**src/rtl/piso_pkg.sv**
```systemverilog
package piso_pkg;
   typedef enum logic [1:0] {
      MODE_HOLD  = 2'd0,
      MODE_LOAD  = 2'd1,
      MODE_SHIFT = 2'd2
   } piso_mode_e;
endpackage

```
**src/rtl/piso_ctrl.sv**
```systemverilog
module piso_ctrl
   import piso_pkg::*;
(
   input  logic       clk_en_n,
   input  logic       load_n,
   output piso_mode_e mode
);
   always_comb begin
      if (clk_en_n)    mode = MODE_HOLD;
      else if (load_n) mode = MODE_SHIFT;
      else             mode = MODE_LOAD;
   end
endmodule

```
**src/rtl/piso_stage.sv**
```systemverilog
module piso_stage
   import piso_pkg::*;
(
   input  logic       clk,
   input  logic       rst_n,
   input  piso_mode_e mode,
   input  logic       par_bit,
   input  logic       prev_bit,
   output logic       q
);
   always_ff @(posedge clk or negedge rst_n) begin
      if (!rst_n) begin
         q <= 1'b0;
      end else begin
         case (mode)
            MODE_LOAD:  q <= par_bit;
            MODE_SHIFT: q <= prev_bit;
            default:    q <= q;
         endcase
      end
   end
endmodule

```
**src/rtl/piso_shift_reg.sv**
```systemverilog
module piso_shift_reg
   import piso_pkg::*;
#(
   parameter int WIDTH = 8
)(
   input  logic             clk,
   input  logic             rst_n,
   input  logic             clk_en_n,
   input  logic             load_n,
   input  logic             ser_in,
   input  logic [WIDTH-1:0] par_in,
   output logic             ser_out
);
   localparam int LAST = WIDTH - 1;

   generate
      if (WIDTH < 2) begin : g_bad_width
         $error("piso_shift_reg: WIDTH must be at least 2");
      end
   endgenerate

   piso_mode_e       mode;
   logic [WIDTH-1:0] stage_q;

   piso_ctrl u_ctrl (
      .clk_en_n (clk_en_n),
      .load_n   (load_n),
      .mode     (mode)
   );

   generate
      for (genvar i = 0; i < WIDTH; i++) begin : g_stage
         logic prev;
         if (i == 0) begin : g_head
            assign prev = ser_in;
         end else begin : g_body
            assign prev = stage_q[i-1];
         end
         piso_stage u_stage (
            .clk      (clk),
            .rst_n    (rst_n),
            .mode     (mode),
            .par_bit  (par_in[i]),
            .prev_bit (prev),
            .q        (stage_q[i])
         );
      end
   endgenerate

   assign ser_out = stage_q[LAST];
endmodule

```
**config.mk**
```make
export PLATFORM = sky130hd
export DESIGN_NAME = piso_shift_reg
export DESIGN_NICKNAME = d
export VERILOG_FILES = /design/src/rtl/piso_pkg.sv /design/src/rtl/piso_ctrl.sv /design/src/rtl/piso_stage.sv /design/src/rtl/piso_shift_reg.sv
export SDC_FILE = /design/constraint.sdc
export NUM_CORES = 1
export LEC_CHECK = 0
export BUFFER_PORTS_ARGS = -buffer_cell sky130_fd_sc_hd__buf_4
export CORE_AREA = 2 2 39 41
export CTS_CLUSTER_SIZE = 25
export DETAILED_ROUTE_END_ITERATION = 7
export DIE_AREA = 0 0 41 43
export GPL_TIMING_DRIVEN = 0
export SYNTH_ARGS = -nofsm -noshare
export SYNTH_HDL_FRONTEND = slang
export SYNTH_SLANG_ARGS = --single-unit
```
**constraint.sdc**
```tcl
create_clock -name clk -period 0.8 [get_ports clk]
set_input_delay 0.08 -clock clk [delete_from_list [all_inputs] [get_ports clk]]
set_output_delay 0.08 -clock clk [all_outputs]
set_load 0.03 [all_outputs]
```
# Word-level counts from Yosys, hierarchy flattened
# Index checks and enable logic that the tools add are counted.
[op_classes]
mux = 10
reduce_logical = 1
n_eq_ne = 2
[ops]
columns = ["operator", "count"]
rows = [
  ["1-bit one-hot mux with 2 select lines", 8],
  ["2-bit two-way mux", 2],
  ["2-bit by 1-bit equality test with 1-bit output, second input constant", 1],
  ["2-bit equality test, second input constant", 1],
  ["2-bit nonzero test", 1],
]
[word_totals]
reg_bits = 8
word_cells = 21

# Logic depth before layout (Yosys ltp)
[logic_depth]
word_depth = 4
depth_mapped = 3
depth_no_buf = 2

# Hierarchy
# A second synthesis with hierarchy kept.
[hier_totals]
cells_unflattened = 50
area_unflattened_um2 = 493.0
[modules_own_cells]
columns = ["mod", "cells_each", "n_inst", "area_per_inst_um2"]
rows = [
  ["piso_stage", 6, 8, 60.1],
  ["piso_ctrl", 2, 1, 12.5],
]

# Least setup slack after synthesis
# No wires, ideal clock.
[synth_timing]
kind = "reg-to-reg"
from = "register, netlist name g_stage[7].u_stage.q"
to = "register g_stage[7].u_stage.q"
required_ns = 0.679
path_slack_ns = 0.073
stages_incl_launch_ff = 3
t_arrival_ns = 0.606
path_cell_list = "dfrtp_1 nand2_1 o21ai_1"
[synth_lines]
columns = ["element", "line", "rtl"]
rows = [
  ["end signal: assignment", "piso_stage.sv:16", "MODE_LOAD: q <= par_bit;"],
  ["end signal: assignment", "piso_stage.sv:17", "MODE_SHIFT: q <= prev_bit;"],
  ["end signal: assignment", "piso_stage.sv:18", "default: q <= q;"],
  ["end: declaration", "piso_stage.sv:9", "output logic q"],
]

# Final worst setup path
[layout_timing]
from = "register g_stage[7].u_stage.q"
to = "output port ser_out"
[layout_lines]
columns = ["element", "line", "rtl"]
rows = [
  ["end: declaration", "piso_shift_reg.sv:12", "output logic ser_out"],
]
# No word-level cell between the ends.

==> flow_summary.json <==
{
  "outcome": "finished, violations left",
  "violations": "negative setup slack",
  "setup_slack_ns": -0.0668,
  "worst_setup_path_end_kind": "output port",
  "num_vias": 291,
  "drv_cap": 0,
  "total_power_uw": 966,
  "synth_area_leader_cell": "dfrtp_1",
  "grt_max_degree": 11,
  "layout-drive-gt1-share_pct": 34.0,
  "htree_levels": 1,
  "yosysSeqAreaShare_pct": 53.7,
  "cpMaxStageDelayCell": "dfrtp_1",
  "ant_nets": 0,
  "synth.avg_cell_area_um2": 11.0,
  "numPortBuffers": 12,
  "worstHoldPathType": "input port to flop",
  "reg_top3": "g_stage.u_stage.q x8",
  "cts_buffers": 3,
  "powerDensity_nw_per_um2": 1860,
  "post_cts.repair.setup_buffers": 0,
  "yosys-top-cells-area": "dfrtp_1, mux2i_1, o21ai_1, nand2_1, buf_6",
  "fin_tns_setup_ns": -0.0668,
  "critPathBufInv": 1,
  "place_area_um2": 483,
  "grt_use_total_pct": 11.8,
  "top_register": "g_stage.u_stage.q",
  "largest_reg_flops": 8,
  "yosys_warnings": 0,
  "crit_chain": "buf_6",
  "final_cells": 66,
  "fillers": 137,
  "worst-setup-path-type": "flop to output port",
  "ctsLongestPathBuffers": 2,
  "dr.pass1.iters": 4,
  "cts-root-buf": "clkbuf_4",
  "ys_ff_latch": 8,
  "period_share_pct": 108,
  "syn2layout_area_growth_pct": 39.3,
  "std_cell_rows": 14,
  "dp_hpwl_um": 529,
  "grt_pass1_wl_um": 1320,
  "multiInputGateArea_um2": 150,
  "crit_arrival_ns": 0.79,
  "slowest_delay_ns": 0.39,
  "slew-limit-headroom_pct": 88.8,
  "wire_per_inst_um": 11.0,
  "fin_util_pct": 37.5,
  "slew_violations": 0,
  "ir_worst_vdd_v": 0.000803,
  "cp_max_fo": 2,
  "antenna_found_initial": 0,
  "fin_nets": 65,
  "fin_area_um2": 519,
  "start_util_pct": 26.9,
  "core-area_um2": 1380,
  "syn_nets": 47,
  "start_kind": "flop",
  "ios": 14,
  "drt_wl_total_um": 727,
  "synth_area_um2": 373,
  "cts.clk_slew.worst_paths_ns": 0.05,
  "hold_viol_final": 0,
  "first_iter_violations": 5,
  "postSynthCellCount": 34,
  "finClkSkew_ns": 0.000150,
  "overflow": 0,
  "diodes": 0,
  "finalCriticalPeriod_ns": 0.867,
  "rsz0062_at_grt": "true",
  "yosys.area.top_type_share_pct": 53.7,
  "die_y_um": 43,
  "critPathTopFamily": "flip-flops",
  "ys_types": 5,
  "drcViolationCount": 0,
  "place_congestion": 0.618,
  "fp.dieW_um": 41,
  "finalSetupViolCount": 1,
  "fmax_mhz": 1150,
  "clk_latency_ns": 0.25,
  "worstMarginPinSlew_ns": 0.163,
  "cts_tree": "built",
  "regArea_um2": 200,
  "first_global_vias": 320,
  "numClockSinks": 8,
  "viasPerCell": 4.41,
  "dp.cells": 62,
  "die_area_um2": 1760,
  "crit_required_ns": 0.72,
  "leakage_nw": 0.260
}
## cell usage in the layout, fill, tap and decap left out
cell and n:
buf_4 11, mux2i_1 8, nand2_1 8, o21ai_1 8, dfrtp_1 8, buf_6 3, clkbuf_4 3, dlygate4sd3_1 1
## per-layer routing
layer  track usage (%)  wire [µm]  vias to the layer above
li1                  -          -                      149
met3              4.71         47                        0
met2              14.4        354                        8
met4              10.0          0                        0
met1              15.2        325                      134
met5                 0          0                        -
## final timing paths
kind	slack [ns]	startpoint	cells past startpoint	to
max reg2reg	0.07	g_stage[3].u_stage.q	2	g_stage[4].u_stage.q
max in group asynchronous	0.49	rst_n	2	g_stage[0].u_stage.q
min in group asynchronous	0.19	rst_n	2	g_stage[3].u_stage.q
min reg2reg	0.48	g_stage[2].u_stage.q	2	g_stage[2].u_stage.q
min	0.08	clk_en_n	2	g_stage[1].u_stage.q
max	-0.07	g_stage[7].u_stage.q	1	ser_out
## cells in the mapped netlist, drive strengths merged
cell type and instances:
o21ai 8, mux2i 8, dfrtp 8, nand2 8, buf 2
## power breakdown
group	internal [mW]	total [mW]	switching (mW)
clock network	0.171	0.296	0.126
logic	0.102	0.186	0.0839
registers	0.456	0.484	0.0275
total	0.729	0.966	0.237
## repair_timing
action	CTS	global route
endpoints found under the setup margin	1	1
gates resized for setup	1	0
endpoints found under the hold margin	8	0
hold buffers	1	0
## kinds of logic (layout without fill, tap and decap cells)
family                 after synthesis  after routing  share of synthesized area, %
flip-flops                           8              8                          53.7
AO/OA/AOI/OAI                        8              8                          10.7
AND/OR/NAND/NOR                      8              8                          8.05
multiplexers                         8              8                          21.5
buffers and inverters                2             18                          6.04
## layout make-up
class / instances / area share [%]
buffer: 2 / 4.34
clock buffer: 3 / 4.34
multi-input combinational: 24 / 28.9
sequential: 8 / 38.6
tap: 16 / 3.86
timing repair buffer: 13 / 20.0
## through the flow
step,worst slack [ns],hold WS [ns]
after floorplan,0.0733,-0.216
after global placement,0.104,-0.0977
after detailed placement,0.0807,-0.0964
after CTS,-0.0824,0.0558
after global routing,-0.0942,0.0768
final,-0.0668,0.0756
(Power assumes the default switching activity.)
